<file path="src/rtl/lm_pkg.sv">
package lm_pkg;
  localparam int LOC_SEL_W     = 2;
  localparam int NUM_LOC       = 1 << LOC_SEL_W;
  localparam int LOC_SPAN_LOG2 = 3;
  localparam int WIN_LSB       = LOC_SPAN_LOG2 + LOC_SEL_W;
  typedef logic [NUM_LOC-1:0] loc_vec_t;
endpackage

</file>
<file path="src/rtl/lm_strobe_edge.sv">
module lm_strobe_edge (
  input  logic clk,
  input  logic rst_n,
  input  logic strobe,
  output logic rise
);
  logic strobe_q, strobe_d;

  always_comb begin
    strobe_d = strobe;
    rise     = strobe & ~strobe_q;
  end

  always_ff @(posedge clk or negedge rst_n) begin
    if (!rst_n) strobe_q <= 1'b0;
    else        strobe_q <= strobe_d;
  end

  // a rise cannot repeat on consecutive cycles
  a_r6_single_rise: assert property (@(posedge clk) disable iff (!rst_n)
    rise |=> !rise);
endmodule

</file>
<file path="src/rtl/lm_decode.sv">
module lm_decode
  import lm_pkg::*;
#(
  parameter int ADDR_W  = 32,
  parameter bit TRIG_RD = 1'b1,
  parameter bit TRIG_WR = 1'b1
) (
  input  logic                       clk,
  input  logic                       rst_n,
  input  logic [ADDR_W-1:LOC_SPAN_LOG2] addr_hi,
  input  logic                       is_write,
  input  logic                       rise,
  input  logic [ADDR_W-1:WIN_LSB]    base,
  input  logic                       mon_en,
  output loc_vec_t                   set_vec
);
  logic win_match, kind_ok;
  logic [LOC_SEL_W-1:0] slot;

  always_comb begin
    win_match = (addr_hi[ADDR_W-1:WIN_LSB] == base);
    kind_ok   = is_write ? TRIG_WR : TRIG_RD;
    slot      = addr_hi[WIN_LSB-1:LOC_SPAN_LOG2];
    set_vec   = '0;
    if (rise && mon_en && win_match && kind_ok)
      set_vec[slot] = 1'b1;
  end

  // one slot per access
  a_r2_one_slot: assert property (@(posedge clk) disable iff (!rst_n)
    $onehot0(set_vec));
  // disabled monitor never produces hits
  a_r5_disabled: assert property (@(posedge clk) disable iff (!rst_n)
    !mon_en |-> (set_vec == '0));
endmodule

</file>
<file path="src/rtl/lm_status.sv">
module lm_status
  import lm_pkg::*;
(
  input  logic     clk,
  input  logic     rst_n,
  input  loc_vec_t set_vec,
  input  logic     clr_valid,
  input  loc_vec_t clr_mask,
  output loc_vec_t stat
);
  loc_vec_t stat_q, stat_d;
  logic     upd_en;

  always_comb begin
    upd_en = clr_valid | (|set_vec);
    stat_d = stat_q;
    if (clr_valid) stat_d = stat_d & ~clr_mask;
    stat_d = stat_d | set_vec;
  end

  always_ff @(posedge clk or negedge rst_n) begin
    if (!rst_n)      stat_q <= '0;
    else if (upd_en) stat_q <= stat_d;
  end

  assign stat = stat_q;

  // without a clear no bit drops
  a_r7_sticky: assert property (@(posedge clk) disable iff (!rst_n)
    !clr_valid |=> ((stat_q & $past(stat_q)) == $past(stat_q)));
  // a hit always lands, even against a clear
  a_r10_set_wins: assert property (@(posedge clk) disable iff (!rst_n)
    (set_vec != '0) |=> ((stat_q & $past(set_vec)) == $past(set_vec)));
endmodule

</file>
<file path="src/rtl/lm_monitor.sv">
module lm_monitor
  import lm_pkg::*;
#(
  parameter int ADDR_W    = 32,
  parameter int NUM_LINES = 4,
  parameter bit TRIG_RD   = 1'b1,
  parameter bit TRIG_WR   = 1'b1,
  localparam int LINE_SEL_W = $clog2(NUM_LINES)
) (
  input  logic                        clk,
  input  logic                        rst_n,
  input  logic [ADDR_W-1:LOC_SPAN_LOG2] bus_addr_hi,
  input  logic                        bus_strobe,
  input  logic                        bus_write,
  input  logic [ADDR_W-1:WIN_LSB]     cfg_base,
  input  logic                        cfg_mon_en,
  input  logic [NUM_LOC-1:0]          cfg_irq_en,
  input  logic [LINE_SEL_W-1:0]       cfg_line_sel,
  input  logic                        clr_valid,
  input  logic [NUM_LOC-1:0]          clr_mask,
  output logic [NUM_LOC-1:0]          stat,
  output logic [NUM_LINES-1:0]        irq_out
);
  logic [1:0] rst_sync_q;
  logic       rst_int_n;
  logic       rise, pending;
  loc_vec_t   set_vec;

  always_ff @(posedge clk or negedge rst_n) begin
    if (!rst_n) rst_sync_q <= 2'b00;
    else        rst_sync_q <= {rst_sync_q[0], 1'b1};
  end
  assign rst_int_n = rst_sync_q[1];

  lm_strobe_edge u_edge (
    .clk(clk), .rst_n(rst_int_n), .strobe(bus_strobe), .rise(rise)
  );

  lm_decode #(.ADDR_W(ADDR_W), .TRIG_RD(TRIG_RD), .TRIG_WR(TRIG_WR)) u_dec (
    .clk(clk), .rst_n(rst_int_n), .addr_hi(bus_addr_hi), .is_write(bus_write),
    .rise(rise), .base(cfg_base), .mon_en(cfg_mon_en), .set_vec(set_vec)
  );

  lm_status u_stat (
    .clk(clk), .rst_n(rst_int_n), .set_vec(set_vec),
    .clr_valid(clr_valid), .clr_mask(clr_mask), .stat(stat)
  );

  assign pending = |(stat & cfg_irq_en);

  for (genvar g = 0; g < NUM_LINES; g++) begin : g_line
    assign irq_out[g] = pending && (cfg_line_sel == LINE_SEL_W'(g));
  end

  // one line at most
  a_r4_one_line: assert property (@(posedge clk) disable iff (!rst_int_n)
    $onehot0(irq_out));
  // an interrupt needs an enabled status bit
  a_r8_needs_enable: assert property (@(posedge clk) disable iff (!rst_int_n)
    (|irq_out) |-> (|(stat & cfg_irq_en)));
  // pending interrupt drives the selected line
  a_r9_line_sel: assert property (@(posedge clk) disable iff (!rst_int_n)
    (|(stat & cfg_irq_en)) |-> irq_out[cfg_line_sel]);
endmodule

</file>
<file path="config.mk">
export PLATFORM = sky130hd
export DESIGN_NAME = lm_monitor
export DESIGN_NICKNAME = d
export VERILOG_FILES = /design/src/rtl/lm_pkg.sv /design/src/rtl/lm_strobe_edge.sv /design/src/rtl/lm_decode.sv /design/src/rtl/lm_status.sv /design/src/rtl/lm_monitor.sv
export SDC_FILE = /design/constraint.sdc
export NUM_CORES = 1
export LEC_CHECK = 0
export CAP_MARGIN = 15
export CORE_AREA = 5 5 56 58
export DETAILED_ROUTE_END_ITERATION = 6
export DIE_AREA = 0 0 61 63
export GPL_TIMING_DRIVEN = 0
export PLACE_DENSITY = 0.89
export SKIP_LAST_GASP = 1
export SYNTH_ARGS = -nofsm -noshare
export SYNTH_HDL_FRONTEND = slang
export SYNTH_SLANG_ARGS = --single-unit
</file>
<file path="constraint.sdc">
create_clock -name clk -period 1.6 [get_ports clk]
set_input_delay 0.32 -clock clk [delete_from_list [all_inputs] [get_ports clk]]
set_output_delay 0.32 -clock clk [all_outputs]
set_load 0.01 [all_outputs]
</file>
==> metrics, run 1 <==
status=finished, violations left; failing checks=setup timing; antenna viol nets, final=0; CP Class=input port to output port; Num CTS Buffers=3; R2R depth=4; clk sinks=7; largest net degree at the start of global routing=6; Adder-Cell Fraction of Synth Area=0%; Setup crit end=irq_out[3]; Worst path slowest cell=clkdlybuf4s50_1; Synth Instances=70; initial cell density of the core=24.5%; internal power=approximately 460 uW; switch share=22.8%; largest family of logic cells by synthesized area=XOR/XNOR gates; FF+latch area=175 um^2; DIE AREA=0.00384 mm^2; peak per-stage delay on the critical path=450 ps; Ant. Diodes=0; Tcrit/Tclk final=109%; worst reg2reg endpoint=u_stat.stat[0]; DPL Wire Length=2250 um; complex-gate fraction of the synthesized area=6.82%; layout cells sized above 1=9.09%; drt drc=0; Die Y-Extent=about 63 um; Power Density=398 mW/mm^2; Cell Area, Placed=0.00146 mm^2; Area Overhead vs Synth=134%; startpoint types=input port; count of cell instances traversed by the critical path=4; EDFF count, synth=0; clk root buf=clkbuf_4; area leader, netlist=xor2_1; setup ws final=-138 ps; Final Hold Fails=0; post-synthesis mux area share=0%; Core Area=0.00262 mm^2; Async S/R FF share, synth=between 90% and 100%; Post-Syn Nets=142; Max Clk Rate=575 MHz; crit-path cells=clkdlybuf4s50_1 > a221oi_4 > and3b_1 > buf_2; PortBufs=78; FF+latch count, synth=7; Post-Route Setup TNS=-539 ps; maxcap violations=0; drt total wl=between 2000 and 2500 um; H-tree depth=1; worst vdd ir=243 uV; Post-Syn Area=642 um^2; die width=around 61 um; sequential power share=between 30 and 40%; Data required, critical path=1280 ps; YS warnings=0; post-route cell area=0.00150 mm^2; vias in the first global route=roughly 900; Final #Nets=227; max-slew violations=0; footprint of the multi-input gates=484 um^2; Hold Crit Class=register to async pin; post-DR wirelength/cell=12.8 um; LEAKAGE=around 0.61 nW; Pre-antenna DRT Iters=2; RSZ-0062 raised after global routing=yes; total I/O pin count=80; Main synth FF type=dfrtp_1; CTS tree=built; Logic pwr share=43.4%; internal reg-to-reg setup slack=280 ps; first-pass GRT wire length=3500 um; clk_lat worst skew=250 ps; Net Sw Power=136 uW; clock slew at reported path FFs=50 ps; initial antenna violation count=0; GR Overflow Total=0; clock buffer depth=2; Seq/Total Area, Yosys=27.3%; endpoints failing setup=4; worst reg2reg startpoint=u_edge.strobe_q; synth top area cells=xor2_1 37%, dfrtp_1 27%, nor4_2 5.8%, nand4_1 4.9%, nand2_1 4.7%; Clock power frac=25.8%; GR Util All Layers=12.2%; Synth Area in Simple Gates=around 28%; Crit path arrival time=1420 ps; final core utilization=a little under three fifths; syn_area_per_cell=9.17 um^2; GP Congestion=0.799; min Tclk post-route=roughly 1700 ps; crit path launch=cfg_irq_en[1]; Critical Path Sink Type=output port; # rows=19; Worst Path Buf+Inv=2; critical-path maximum fanout=2; Yosys top cell area share=36.8%; via count=835; CP top delay family=buffers and inverters; DR iter-0 viols=18; Layout Skew=2.85 ps; xor/xnor share of the synthesized area=36.8%; Distinct cells, synth=17; DR vias/cell=4.51; Fill cells=roughly 250
-- layout make-up --
cell class	count	share of cell area, %
sequential	7	11.7
timing repair buffer	80	51.7
multi-input combinational	63	32.3
tap	31	2.59
clock buffer	4	1.75
-- registers in the layout (all words and copies together), names as in the netlist --
signal           flops
u_stat.stat          4
u_edge.strobe_q      1
rst_sync_q           2
-- worst register-to-register path, cell delays in order (launching register included) --
cell	delay [ps]
dfrtp_1	360
nand3b_1	160
nor4_2	310
nand4_1	230
o21ai_1	190
-- placed cells by master, fill, tap and decap left out, types with 2 or more instances in the layout --
cell type        instances
buf_2                    4
clkbuf_4                 3
nand2_1                  8
nor3b_1                  2
dfrtp_1                  7
clkdlybuf4s50_1         71
xor2_1                  27
nor2b_1                  2
dlygate4sd2_1            2
nand4_1                  5
nor4_2                   4
buf_4                    2
o21ai_1                  4
nor4_1                   3
-- power by group through the flow --
stage                     combinational (mW)  sequential, mW  clock (mW)
after floorplan                       0.0641           0.186           0
after global placement                 0.253           0.187           0
after detailed placement               0.261           0.187           0
after CTS                              0.261           0.184       0.164
after global routing                   0.280           0.185       0.171
final                                  0.259           0.184       0.154
-- cell families after synthesis --
| family | after synthesis |
|---|---|
| XOR/XNOR | 27 |
| AND/OR/NAND/NOR | 29 |
| other | 1 |
| flip-flops | 7 |
| AO/OA/AOI/OAI | 6 |
-- stage by stage --
step,hold WS (ps),std cells,setup WS (ps),power [mW]
2_1_floorplan,24.4,70,179,0.250
5_1_grt,102,185,-214,0.635
3_3_place_gp,73.5,179,-637,0.440
6_report,73.0,185,-138,0.597
4_1_cts,79.4,185,-168,0.609
3_5_place_dp,74.7,179,-718,0.448
-- timing repair --
action | CTS | global route
endpoints found under the setup margin | 4 | 6
hold buffers | 0 | 0
pin swaps | 2 | 2
gates resized for setup | 20 | 2
setup buffers | 2 | 0
-- per-layer routing --
layer / global-route usage [%] / up-vias / routed length [um]
li1: - / 416 / -
met1: 9.48 / 371 / 692
met2: 25.5 / 46 / 1400
met3: 2.07 / 2 / 250
met4: 6.50 / 0 / 25
met5: 0 / - / 0
-- synthesized netlist by cell type (all sizes together), types with 2 or more instances --
cell	count
dfrtp	7
nand2	8
nand4	5
nor2b	2
nor3b	2
nor4	7
o21ai	4
xor2	27
-- how the worst min path moves through the flow --
stage | start | to | slack, ps | depth (start not counted)
floorplan | rst_n | rst_sync_q[0] | 20 | 0
global placement | rst_sync_q[1] | u_edge.strobe_q | 70 | 0
detailed placement | rst_sync_q[1] | u_edge.strobe_q | 70 | 0
CTS | rst_sync_q[1] | u_edge.strobe_q | 80 | 0
global route | rst_sync_q[1] | u_edge.strobe_q | 100 | 0
finish | rst_sync_q[1] | u_edge.strobe_q | 70 | 0
Note: power is estimated with default switching activity, not from simulation.
==> run 2: changes to the inputs <==
CORE_AREA = 5 5 58 60   (was 5 5 56 58)
CTS_BUF_LIST = sky130_fd_sc_hd__clkbuf_4   (was not set)
DIE_AREA = 0 0 63 65   (was 0 0 61 63)
PLACE_DENSITY = 0.87   (was 0.89)
TNS_END_PERCENT = 100   (was not set)
clock period = 1.4 ns   (was 1.6 ns; I/O delays follow)
==> metrics, run 2 (synthesized netlist as in run 1, its figures left out) <==
status=finished, violations left; failing checks=setup timing; peak per-stage delay on the critical path=370 ps; layout cells sized above 1=13.2%; setup ws final=-283 ps; DR iter-0 viols=10; first-pass GRT wire length=~3700 um; drt drc=0; CTS tree=built; antenna viol nets, final=0; Final Hold Fails=0; Area Overhead vs Synth=146%; Critical Path Sink Type=output port; worst vdd ir=250 uV; internal reg-to-reg setup slack=160 ps; clk_lat worst skew=roughly 240 ps; GR Overflow Total=0; min Tclk post-route=1680 ps; largest net degree at the start of global routing=6; R2R depth=4; vias in the first global route=912; internal power=534 uW; Logic pwr share=42.0%; clk root buf=clkbuf_4; placed cells=181; clock slew at reported path FFs=50 ps; DIE AREA=0.00410 mm^2; most frequent cells in the layout=39 x clkdlybuf4s50_1, 27 x xor2_1, 22 x dlymetal6s2s_1, 13 x dlygate4sd2_1, 8 x nand2_1; via count=between 800 and 900; GP Congestion=0.714; Worst path slowest cell=dfrtp_1; footprint of the multi-input gates=479 um^2; CP Class=register to output port; Pre-antenna DRT Iters=4; Core Area=0.00288 mm^2; clock buffer depth=2; Data required, critical path=1120 ps; FF+latch area=approximately 180 um^2; Layout Skew=1.95 ps; H-tree depth=1; sequential power share=30.2%; total I/O pin count=80; Clock power frac=27.8%; drt total wl=2560 um; Max Clk Rate=roughly 590 MHz; Layout Cells excl Fill=192; Num CTS Buffers=3; switch share=23.2%; GR Util All Layers=11.4%; crit-path cells=a22o_1 > a221oi_2 > and3b_1 > buf_2; Die Y-Extent=65 um; critical-path maximum fanout=3; max reg flops=4; LEAKAGE=0.854 nW; CP top delay family=compound AO/OA/AOI/OAI gates; max-slew violations=0; PortBufs=78; initial antenna violation count=0; startpoint types=register; clk sinks=7; worst reg2reg endpoint=u_stat.stat[3]; Crit path arrival time=1400 ps; Tcrit/Tclk final=120%; Final #Nets=about 230; die width=63 um; setup slack at placement=-793 ps; maxcap violations=0; Hold Crit Class=register to async pin; DR vias/cell=4.47; Net Sw Power=162 uW; most common cell after layout, fill and taps aside=clkdlybuf4s50_1; Worst Path Buf+Inv=1; RSZ-0062 raised after global routing=yes; Ant. Diodes=0; worst reg2reg startpoint=u_edge.strobe_q; Power Density=441 mW/mm^2; Fill cells=280; post-DR wirelength/cell=13.3 um; initial cell density of the core=22.3%; DPL Wire Length=between 2000 and 2500 um; endpoints failing setup=5; # rows=20
## run 2: layout make-up
| class | instances | area share, % |
|---|---|---|
| clock buffers | 4 | 1.90 |
| multi-input cells | 63 | 30.4 |
| flip-flops and latches | 7 | 11.1 |
| well taps | 33 | 2.62 |
| repair buffers | 85 | 54.0 |
## run 2: worst max-delay path by stage
stage,start,to,cells past startpoint
after floorplan,u_stat.stat[0],irq_out[3],3
after global placement,cfg_irq_en[0],irq_out[3],5
after detailed placement,cfg_irq_en[0],irq_out[3],5
after CTS,u_stat.stat[0],irq_out[3],4
after global routing,u_stat.stat[3],irq_out[3],4
final,u_stat.stat[0],irq_out[3],4
## run 2: metal layers
metal	vias to the layer above	track usage, %	part of all wire (%)
met5	-	0	0
met4	0	3.18	1.1
met3	4	3.29	6.5
met2	33	24.5	63
met1	395	9.68	30
li1	427	-	-
## run 2: metrics by stage
step / TNS, ps / hold slack (ps) / area (um^2) / utilization [%] / total power [mW]
2_1_floorplan: 0 / -15.6 / 642 / - / 0.286
3_3_place_gp: -3700 / 70.8 / 1460 / 50.9 / 0.502
3_5_place_dp: -4020 / 74.8 / 1460 / 50.9 / 0.512
4_1_cts: -1140 / 79.6 / 1500 / 52.2 / 0.704
5_1_grt: -1560 / 98.5 / 1580 / 54.8 / 0.741
6_report: -1010 / 71.1 / 1580 / 54.8 / 0.696
## run 2: power groups by stage
stage	Sequential, mW	Clock (mW)	Combinational (mW)
5_1_grt	0.211	0.216	0.314
3_3_place_gp	0.214	0	0.289
3_5_place_dp	0.214	0	0.298
6_report	0.210	0.194	0.293
2_1_floorplan	0.213	0	0.0733
4_1_cts	0.210	0.197	0.297
## run 2: what timing repair did
| action | 4_1_cts | 5_1_grt |
|---|---|---|
| resized for setup | 29 | 24 |
| endpoints found under the hold margin | 0 | 0 |
| setup buffers | 6 | 1 |
| pin swaps | 8 | 24 |
| hold buffers | 0 | 0 |
| setup endpoints to repair | 12 | 8 |
| cloned | 0 | 0 |
==> run 3: changes to the inputs <==
SKIP_LAST_GASP = not set   (was 1)
==> metrics, run 3 (synthesized netlist as in run 1, its figures left out) <==
status=finished, violations left; failing checks=setup timing; startpoint types=register; maxcap violations=0; Final Hold Fails=0; Power Density=442 mW/mm^2; DR vias/cell=roughly 4.5; Data required, critical path=between 1000 and 1500 ps; PortBufs=78; Core Area=0.00288 mm^2; critical-path maximum fanout=3; clk sinks=7; die width=about 63 um; post-DR wirelength/cell=13.3 um; Ant. Diodes=0; via count=859; total I/O pin count=80; first-pass GRT wire length=around 3700 um; Worst path slowest cell=dfrtp_1; clk root buf=clkbuf_4; CP Class=register to output port; H-tree depth=1; setup ws final=-283 ps; LEAKAGE=~0.85 nW; Layout Skew=1.95 ps; clk_lat worst skew=about 240 ps; worst vdd ir=250 uV; Area Overhead vs Synth=145%; drt drc=0; max-slew violations=0; Layout Cells excl Fill=~190; Fill cells=280; worst reg2reg startpoint=u_edge.strobe_q; Post-Route Setup TNS=-991 ps; crit-path cells=a22o_1 > a221oi_2 > and3b_1 > buf_2; final total power=696 uW; DR iter-0 viols=10; crit path launch=u_stat.stat[0]; Critical Path Sink Type=output port; Final #Nets=~230; placed cells=181; initial antenna violation count=0; Hold Crit Class=register to async pin; Num CTS Buffers=3; Die Y-Extent=~65 um; most frequent cells in the layout=39 x clkdlybuf4s50_1, 27 x xor2_1, 22 x dlymetal6s2s_1, 12 x dlygate4sd2_1, 8 x nand2_1; endpoints failing setup=4; Crit path arrival time=1400 ps; antenna viol nets, final=0; clock slew at reported path FFs=roughly 50 ps; DIE AREA=0.00410 mm^2; initial cell density of the core=22.3%; GR Overflow Total=0; drt total wl=2560 um; Tcrit/Tclk final=120%; vias in the first global route=approximately 910; layout cells sized above 1=13.8%; Max Clk Rate=594 MHz; # rows=20; max reg flops=4; DPL Wire Length=about 2200 um; most common cell after layout, fill and taps aside=clkdlybuf4s50_1; peak per-stage delay on the critical path=370 ps; Pre-antenna DRT Iters=4; Cell Area, Placed=0.00146 mm^2; post-route cell area=0.00157 mm^2; GP Congestion=slightly above 0.7; setup slack at placement=-793 ps; largest net degree at the start of global routing=6; clock buffer depth=2; RSZ-0062 raised after global routing=yes; min Tclk post-route=1680 ps; GR Util All Layers=11.4%; CTS tree=built
-- run 3: cell types whose count changed in the layout (fill, tap and decap cells not counted), sizes merged --
cell and delta:
clkbuf +1, dlygate4sd2 -1
-- run 3: what timing repair did --
action / CTS / global route
gates resized for setup: 29 / 26
setup buffers: 6 / 1
pin swaps: 8 / 24
hold buffers: 0 / 0
endpoints found under the setup margin: 12 / 8
-- run 3: stage by stage --
step	hold slack [ps]	util, %
detailed placement	74.8	50.9
global placement	70.8	50.9
finish	71.1	54.7
floorplan	-15.6	-
CTS	79.6	52.2
global route	98.5	54.7
-- run 3: final timing paths --
check / end / cells past startpoint / slack (ps)
max reg2reg: u_stat.stat[3] / 4 / 160
min in group clk: u_edge.strobe_q / 1 / 190
max in group asynchronous: rst_sync_q[1] / 1 / 1080
min: u_edge.strobe_q / 0 / 70
max: irq_out[3] / 4 / -280
min reg2reg: u_edge.strobe_q / 0 / 70
-- run 3: report_power, final --
group          total (mW)  internal (mW)  switching (mW)
registers           0.210          0.207         0.00299
logic               0.293          0.200          0.0929
clock network       0.194          0.128          0.0659
total               0.696          0.534           0.162
-- run 3: cell type report --
class,count,area (um^2),area share (%)
Clock buffer,4,30.0,1.91
Tap cell,33,41.3,2.62
Multi-Input combinational cell,63,479,30.4
Sequential cell,7,175,11.1
Timing Repair Buffer,85,848,53.9
-- run 3: routing by layer --
| metal | up-vias | part of all wire, % | GRT usage, % |
|---|---|---|---|
| li1 | 427 | - | - |
| met1 | 395 | 29 | 9.68 |
| met2 | 33 | 63 | 24.5 |
| met3 | 4 | 6.5 | 3.29 |
| met4 | 0 | 1.1 | 3.18 |
| met5 | - | 0 | 0 |
-- run 3: worst max-delay path: cells and delay by family, from the launching register on --
kind | cells | cell delay (ps)
AOI/OAI and AO/OA | 2 | 450
and+or+nand+nor | 1 | 210
DFF | 1 | 370
buffers and inverters | 1 | 130
